**src/rtl/offrot_pkg.sv**
```systemverilog
package offrot_pkg;
  localparam int LANES_DEF  = 30;
  localparam int LANE_W_DEF = 9;
  localparam int DEPTH_DEF  = 16;

  // Source lane feeding lane i when one stage rotates by sh lanes
  function automatic int lane_src(input int i, input int sh, input int n);
    return (i + sh) % n;
  endfunction
endpackage

```
**src/rtl/offrot_table.sv**
```systemverilog
module offrot_table #(
  parameter int DEPTH   = 16,
  parameter int SHIFT_W = 5,
  parameter int ADDR_W  = 4
) (
  input  logic               clk,
  input  logic               rst_n,
  input  logic               clear,
  input  logic [ADDR_W-1:0]  rd_addr,
  output logic [SHIFT_W-1:0] rd_off,
  input  logic               wr_en,
  input  logic [ADDR_W-1:0]  wr_addr,
  input  logic [SHIFT_W-1:0] wr_off
);
  logic [SHIFT_W-1:0] mem [DEPTH];

  always_ff @(posedge clk or negedge rst_n) begin
    if (!rst_n) begin
      for (int k = 0; k < DEPTH; k++) mem[k] <= '0;
    end else if (clear) begin
      for (int k = 0; k < DEPTH; k++) mem[k] <= '0;
    end else if (wr_en) begin
      mem[wr_addr] <= wr_off;
    end
  end

  assign rd_off = mem[rd_addr];

  // after a clear every entry reads back as zero
  assert_clear_R7: assert property (@(posedge clk) disable iff (!rst_n)
    clear |=> rd_off == '0);

  // a write without clear lands at its address
  assert_update_R4: assert property (@(posedge clk) disable iff (!rst_n)
    (wr_en && !clear) |=> mem[$past(wr_addr)] == $past(wr_off));
endmodule

```
**src/rtl/offrot_shiftcalc.sv**
```systemverilog
module offrot_shiftcalc #(
  parameter int LANES   = 30,
  parameter int SHIFT_W = 5
) (
  input  logic [SHIFT_W-1:0] target,
  input  logic [SHIFT_W-1:0] stored,
  output logic [SHIFT_W-1:0] rel
);
  logic [SHIFT_W:0] diff;

  always_comb begin
    diff = {1'b0, target} - {1'b0, stored};
    if (diff[SHIFT_W]) rel = SHIFT_W'(diff + (SHIFT_W+1)'(LANES));
    else               rel = diff[SHIFT_W-1:0];
  end
endmodule

```
**src/rtl/offrot_barrel.sv**
```systemverilog
module offrot_barrel #(
  parameter int LANES   = 30,
  parameter int LANE_W  = 9,
  parameter int SHIFT_W = 5
) (
  input  logic [LANES*LANE_W-1:0] din,
  input  logic [SHIFT_W-1:0]      amt,
  output logic [LANES*LANE_W-1:0] dout
);
  localparam int DATA_W = LANES * LANE_W;

  logic [DATA_W-1:0] st [SHIFT_W+1];

  assign st[0] = din;

  for (genvar s = 0; s < SHIFT_W; s++) begin : g_stage
    for (genvar i = 0; i < LANES; i++) begin : g_lane
      localparam int SRC = offrot_pkg::lane_src(i, 1 << s, LANES);
      assign st[s+1][i*LANE_W +: LANE_W] =
        amt[s] ? st[s][SRC*LANE_W +: LANE_W] : st[s][i*LANE_W +: LANE_W];
    end
  end

  assign dout = st[SHIFT_W];
endmodule

```
**src/rtl/offset_rotator.sv**
```systemverilog
module offset_rotator #(
  parameter int LANES   = offrot_pkg::LANES_DEF,
  parameter int LANE_W  = offrot_pkg::LANE_W_DEF,
  parameter int DEPTH   = offrot_pkg::DEPTH_DEF,
  parameter int SHIFT_W = $clog2(LANES),
  parameter int ADDR_W  = $clog2(DEPTH)
) (
  input  logic                    clk,
  input  logic                    rst_n,
  input  logic                    clear_offsets,
  input  logic                    in_valid,
  output logic                    in_ready,
  input  logic [ADDR_W-1:0]       in_addr,
  input  logic [SHIFT_W-1:0]      in_target,
  input  logic [LANES*LANE_W-1:0] in_data,
  output logic                    out_valid,
  input  logic                    out_ready,
  output logic [LANES*LANE_W-1:0] out_data
);
  localparam int DATA_W = LANES * LANE_W;

  logic               accept;
  logic [SHIFT_W-1:0] stored_off;
  logic [SHIFT_W-1:0] rel_shift;
  logic [DATA_W-1:0]  rotated;

  assign in_ready = !out_valid || out_ready;
  assign accept   = in_valid && in_ready;

  offrot_table #(.DEPTH(DEPTH), .SHIFT_W(SHIFT_W), .ADDR_W(ADDR_W)) u_table (
    .clk     (clk),
    .rst_n   (rst_n),
    .clear   (clear_offsets),
    .rd_addr (in_addr),
    .rd_off  (stored_off),
    .wr_en   (accept),
    .wr_addr (in_addr),
    .wr_off  (in_target)
  );

  offrot_shiftcalc #(.LANES(LANES), .SHIFT_W(SHIFT_W)) u_calc (
    .target (in_target),
    .stored (stored_off),
    .rel    (rel_shift)
  );

  offrot_barrel #(.LANES(LANES), .LANE_W(LANE_W), .SHIFT_W(SHIFT_W)) u_rot (
    .din  (in_data),
    .amt  (rel_shift),
    .dout (rotated)
  );

  always_ff @(posedge clk or negedge rst_n) begin
    if (!rst_n) begin
      out_valid <= 1'b0;
      out_data  <= '0;
    end else begin
      if (accept) begin
        out_valid <= 1'b1;
        out_data  <= rotated;
      end else if (out_ready) begin
        out_valid <= 1'b0;
      end
    end
  end

  // an accepted transfer is presented on the next cycle
  assert_valid_next_R5: assert property (@(posedge clk) disable iff (!rst_n)
    accept |=> out_valid);

  // a stalled result holds still
  assert_hold_R6: assert property (@(posedge clk) disable iff (!rst_n)
    (out_valid && !out_ready) |=> (out_valid && $stable(out_data)));

  // the computed extra rotation stays within the lane count
  assert_rel_range_R3: assert property (@(posedge clk) disable iff (!rst_n)
    in_valid |-> (rel_shift < SHIFT_W'(LANES)));

  // offered targets stay within the lane count
  assert_target_range_R8: assert property (@(posedge clk) disable iff (!rst_n)
    in_valid |-> (in_target < SHIFT_W'(LANES)));
endmodule

```
**config.mk**
```make
export PLATFORM = sky130hd
export DESIGN_NAME = offset_rotator
export DESIGN_NICKNAME = d
export VERILOG_FILES = /design/src/rtl/offrot_pkg.sv /design/src/rtl/offrot_table.sv /design/src/rtl/offrot_shiftcalc.sv /design/src/rtl/offrot_barrel.sv /design/src/rtl/offset_rotator.sv
export SDC_FILE = /design/constraint.sdc
export NUM_CORES = 1
export LEC_CHECK = 0
export BUFFER_PORTS_ARGS = -buffer_cell sky130_fd_sc_hd__clkbuf_2
export CAP_MARGIN = 40
export CORE_ASPECT_RATIO = 1.4
export CORE_MARGIN = 2
export CORE_UTILIZATION = 53
export CTS_CLUSTER_DIAMETER = 80
export DETAILED_ROUTE_END_ITERATION = 10
export PLACE_DENSITY_LB_ADDON = 0.05
export REMOVE_ABC_BUFFERS = 1
export SLEW_MARGIN = 20
export SYNTH_ARGS = -nofsm -noshare
export SYNTH_HDL_FRONTEND = slang
export SYNTH_SLANG_ARGS = --single-unit
```
**constraint.sdc**
```tcl
create_clock -name clk -period 5 [get_ports clk]
set_input_delay 0.75 -clock clk [delete_from_list [all_inputs] [get_ports clk]]
set_output_delay 0.75 -clock clk [all_outputs]
set_load 0.005 [all_outputs]
```
======== After elaboration in Yosys (flattened, before gate mapping) ========
Cells that the tools add are included.
storage, ports and cells
  register bits ........................... 351
  input port bits ......................... 284
  output and inout bits ................... 272
  logic and storage cells ................. 190
cells by class
  add/sub/neg operators ................... 2
  $lt $le $gt $ge ......................... 2
  muxes and demuxes ....................... 161
  bitwise gates (word level) .............. 1
  reduce and logical (&&, ||, !) cells .... 6
operator list
  cell                                                                          number
  9-bit two-way mux                                                             150
  80-bit two-way mux                                                            2
  80-bit bitwise mux                                                            1
  5-bit binary-select mux with 4-bit select                                     1
  5-bit demux with 4-bit select                                                 1
  5-bit two-way mux                                                             4
  5-bit by 5-bit subtractor with 6-bit output                                   1
  5-bit adder, second input constant                                            1
  5-bit >= comparator, second input constant                                    1
  5-bit by 1-bit less-than comparator with 1-bit output, second input constant  1
  4-bit NOT with 5-bit output                                                   1
  2-bit nonzero test                                                            2
  1-bit logical AND                                                             2
  1-bit two-way mux                                                             2
  1-bit logical NOT                                                             1
  1-bit logical OR                                                              1

======== Depth between registers and ports, before layout ========
  word-level depth ........................ 12
  mapped depth ............................ 23
  depth with buffers taken out ............ 16

======== Cells and area by module ========
From an unflattened synthesis, not the netlist that was laid out.
second synthesis, totals
  cells, all modules ...................... 2005
  area total of the unflattened synthesis .. 31174.9 µm²
modules (own cells, without submodules)
  module            times used  cells each  area each (µm²)  sequential area each (µm²)
  offrot_barrel     1           960         15949.0          0.0
  offset_rotator    1           574         10845.4          6781.5
  offrot_table      1           435         4106.4           2001.9
  offrot_shiftcalc  1           36          274.0            0.0

======== Worst setup path after synthesis ========
Ideal clock, no wire load.
  path kind ............................... input to register
  from .................................... in in_addr[0]
  to ...................................... reg out_data[0]
  library setup time ...................... 0.087 ns
  arrival ................................. 6.257 ns
  data required time ...................... 4.913 ns
  setup slack ............................. -1.344 ns
  stages .................................. 22
  buffers on the path ..................... 8
  cells stage by stage .................... clkbuf_1 buf_1 mux4_2 mux4_2 ha_1 inv_1 fa_1 clkbuf_1 clkinv_1 clkbuf_1 clkbuf_1 ha_1 nand2b_1 nor4_1 a211o_1 buf_2 clkbuf_1 clkbuf_1 nand3_1 nand3_1 nand3_1 o211ai_1
on the way
  cells in the longest elaborated chain, start to end .. 12
  elaborated cells on any way between the ends .. 37
  those cells by class .................... add/sub (2); mux (34); bitwise (1)
RTL lines
  what                                                       line                    source
  from (decl)                                                offset_rotator.sv:13    input logic [ADDR_W-1:0] in_addr,
  4-bit NOT with 5-bit output (not written as such) (*)      offrot_table.sv:27      assign rd_off = mem[rd_addr];
  5-bit binary-select mux with 4-bit select (*)              offrot_table.sv:27
  5-bit two-way mux (not written as such) (*) (2 in series)  offrot_table.sv:27
  5-bit by 5-bit subtractor with 6-bit output (*)            offrot_shiftcalc.sv:12  diff = {1'b0, target} - {1'b0, stored};
  5-bit adder                                                offrot_shiftcalc.sv:13  if (diff[SHIFT_W]) rel = SHIFT_W'(diff + (SHIFT_W+1)'(LANES));
  5-bit two-way mux (*)                                      offrot_shiftcalc.sv:13
  9-bit two-way mux (4 in series)                            offrot_barrel.sv:20     amt[s] ? st[s][SRC*LANE_W +: LANE_W] : st[s][i*LANE_W +: LANE_W];
  9-bit two-way mux (*)                                      offrot_barrel.sv:20
  to (signal assigned)                                       offset_rotator.sv:60    out_data <= rotated;
  to (decl)                                                  offset_rotator.sv:18    output logic [LANES*LANE_W-1:0] out_data
Mark *: on every way between the ends. The rest lies on a longest branch, timed or not. The select of a mux whose other input is x is not followed.
A chain may end at the register's enable or synchronous reset.

======== Worst setup path after layout ========
  from .................................... in in_addr[0]
  to ...................................... reg out_data[46]
The elaborated chain is that of the path after synthesis.

==> flow_summary.json <==
{
  "outcome": "completed",
  "nNetsFinal": 5159,
  "clock_skew_ns": 0.0285,
  "hpwl_mm": 98.5,
  "ys_top_cells_by_count": "nand3_1 (1452), mux2i_1 (679), nand2_1 (474), dfrtp_1 (351), clkbuf_1 (313)",
  "peakVddDrop_mv": 0.304,
  "drtIter0Drc": 3221,
  "critPathCaptureType": "register",
  "whs_ns": 0.153,
  "synth_cell_types": 41,
  "min-delay-path-class": "primary input to async pin",
  "syn_avg_cell_area_sq_um": 7.64,
  "clock-sinks": 351,
  "worst_slew_pin_slew_ns": 0.898,
  "cp_data_required_time_ns": 5.49,
  "clk_latency_ns": 0.60,
  "path_class": "primary input to register",
  "arrival_ns": 5.13,
  "finalHoldViolations": 0,
  "grt_pass1_vias": 35500,
  "antenna_found_initial": 26,
  "max-cap-violations": 0,
  "die_w_um": 219,
  "synth.area.top_cells": "dfrtp_1 (26%), nand3_1 (21%), mux2i_1 (20%)",
  "post-route-period-util_pct": 92.8,
  "leakagePower_nw": 18.7,
  "worst-path-buf-inv": 4,
  "cp_max_fo": 35,
  "drtAntennaViolNets": 0,
  "io_pins": 556,
  "ff_latch_area_sq_um": 8780,
  "slew_viol_final": 0,
  "yosysWarnings": 0,
  "wirelength_mm": 130,
  "synthFlopType": "dfrtp_1",
  "synth_top_family_by_area": "simple AND/OR/NAND/NOR gates",
  "row_count": 110,
  "max_freq_mhz": 215,
  "synth_cells": 4498,
  "via_count": 37200,
  "cts_buffers": 41,
  "seq_area_frac_synth_pct": 25.6,
  "synthArstFlopShare_pct": 100,
  "yosysTopAreaCell": "dfrtp_1",
  "area_growth_pct": 18.0,
  "start_util_pct": 53.4,
  "crit_family": "multiplexers",
  "powerDensity_nw_per_um2": 336,
  "via_per_inst": 6.46,
  "gp_congestion": 1.01,
  "grt_max_degree": 181,
  "synth.most_common_cell": "nand3_1",
  "post_cts_buffers": 0,
  "nFillCells": 5912,
  "dieArea_sq_um": 66900,
  "synth_compound_area_share_pct": 13.1,
  "crit_chain": "clkbuf_2, mux4_2, mux4_2, ha_1, inv_1, fa_4, nor4b_4, a21oi_1, or4_1, o311a_1, a21oi_4, buf_12, buf_12, nand3_1, o211ai_1",
  "final_layout_size_suffix_gt1_share_pct": 17.7,
  "ctsHtreeMaxLevel": 2,
  "drt_pass1_iterations": 7,
  "report.power.total_mw": 13.6,
  "die-height_um": 305,
  "synthSimpleGateAreaFrac_pct": 34.2,
  "ys_seq_elements": 351,
  "ctsHoldBuffers": 0,
  "synth.top_cell.area_share_pct": 25.6,
  "synth_area_sq_um": 34300,
  "rsz0062_at_grt": "false",
  "synthAdderAreaFrac_pct": 0.313,
  "drc": 0,
  "grt.total_usage_pct": 37.8,
  "path_depth": 15,
  "cts_max_path_buffers": 3,
  "multi_input_area_sq_um": 23900,
  "wl_per_cell_um": 22.7,
  "grt_pass1_wl_mm": 200,
  "cts_tree": "built",
  "fp.coreArea_sq_um": 64300,
  "synth_xor_area_share_pct": 0.0765,
  "finalSetupViolations": 0,
  "rr_worst_depth": 14,
  "layout_min_cycle_time_ns": 4.64,
  "io_buffers": 555,
  "cp_slowest_cell": "fa_4",
  "synth_mux_area_share_pct": 21.5,
  "slew_headroom_pct": 40.2,
  "root_buffer": "clkbuf_16",
  "cp_slowest_stage_delay_ns": 0.73,
  "clkSlewWorstSetupHoldPaths_ns": 0.06,
  "cts_resized": 0,
  "synth_edf_count": 0,
  "crit_path_start_kind": "primary input",
  "grt-ovfl-total": 0
}
## power breakdown
| group | internal, mW | total (mW) | leakage, nW | switching [mW] |
|---|---|---|---|---|
| clock network | 1.86 | 3.23 | 0.684 | 1.38 |
| logic | 2.44 | 6.23 | 13.6 | 3.79 |
| registers | 3.55 | 4.16 | 4.44 | 0.608 |
| total | 7.84 | 13.6 | 18.7 | 5.77 |
## layout make-up
cell class / count / area share [%]
tap: 840 / 2.59
timing repair buffer: 754 / 13.1
antenna: 12 / 0.0741
inverter: 10 / 0.111
sequential: 351 / 21.7
multi-input combinational: 3709 / 59.0
clock buffer: 55 / 2.86
clock inverter: 19 / 0.611
## flip-flops by register name, indices dropped and copies added (netlist names)
signal / flops
u_table.mem: 80
out_data: 270
out_valid: 1
## placed cells by master, fill, tap and decap left out, types with 2 or more instances in the layout
cell / n
nor2b_1: 146
inv_6: 2
a21oi_1: 72
buf_4: 117
inv_1: 9
buf_16: 2
a211oi_1: 286
clkinv_2: 5
nor3_1: 3
clkbuf_1: 7
nand2_1: 472
mux4_2: 25
a21o_1: 2
clkbuf_16: 42
and2_1: 251
mux2i_1: 679
nand2_4: 2
o21ai_4: 2
nand3_1: 1451
ha_1: 6
bufinv_16: 4
nor2_1: 27
diode_2: 12
buf_12: 80
nand2b_1: 4
clkinv_4: 3
clkbuf_8: 6
clkinvlp_4: 3
xnor2_1: 2
o211ai_1: 250
dfrtp_1: 351
clkbuf_2: 554
o21ai_0: 6
mux2_2: 3
## metrics by stage
step           setup TNS (ns)  setup slack, ns  instance area (sq um)  std cells  utilization (%)
6_report                    0            0.360                  40500       5750             63.1
5_1_grt                     0           0.0980                  40500       5748             63.1
4_1_cts                     0            0.400                  40500       5738             63.0
3_5_place_dp           -27.00           -0.191                  39100       5664             60.8
3_3_place_gp            -2.62          -0.0778                  39000       5661             60.7
2_1_floorplan               -           -98.41                  32600       4070                -
## path summary, 6_finish.rpt
kind | endpoint | slack [ns] | from
worst min-delay path | out_data[187] | 0.15 | rst_n
min in group clk | out_valid | 0.41 | in_valid
max in group asynchronous | out_data[222] | 3.63 | rst_n
worst min register to register | out_data[225] | 0.48 | out_data[225]
worst max register to register | out_data[46] | 0.39 | u_table.mem[0]
worst max-delay path | out_data[46] | 0.36 | in_addr[0]
## logic make-up after synthesis
| logic type | Yosys count |
|---|---|
| simple gates | 2365 |
| mux | 707 |
| compound gates | 626 |
| buf+inv | 438 |
| flops | 351 |
| fa+ha+maj | 8 |
| xor+xnor | 3 |
## routing by layer
layer  wire length [um]  GRT usage (%)
met1              50600           45.8
met3               9440           7.20
met5                218              0
met4               8230           22.0
met2              61800           62.5
No activity file was read; power rests on OpenSTA's default activity.
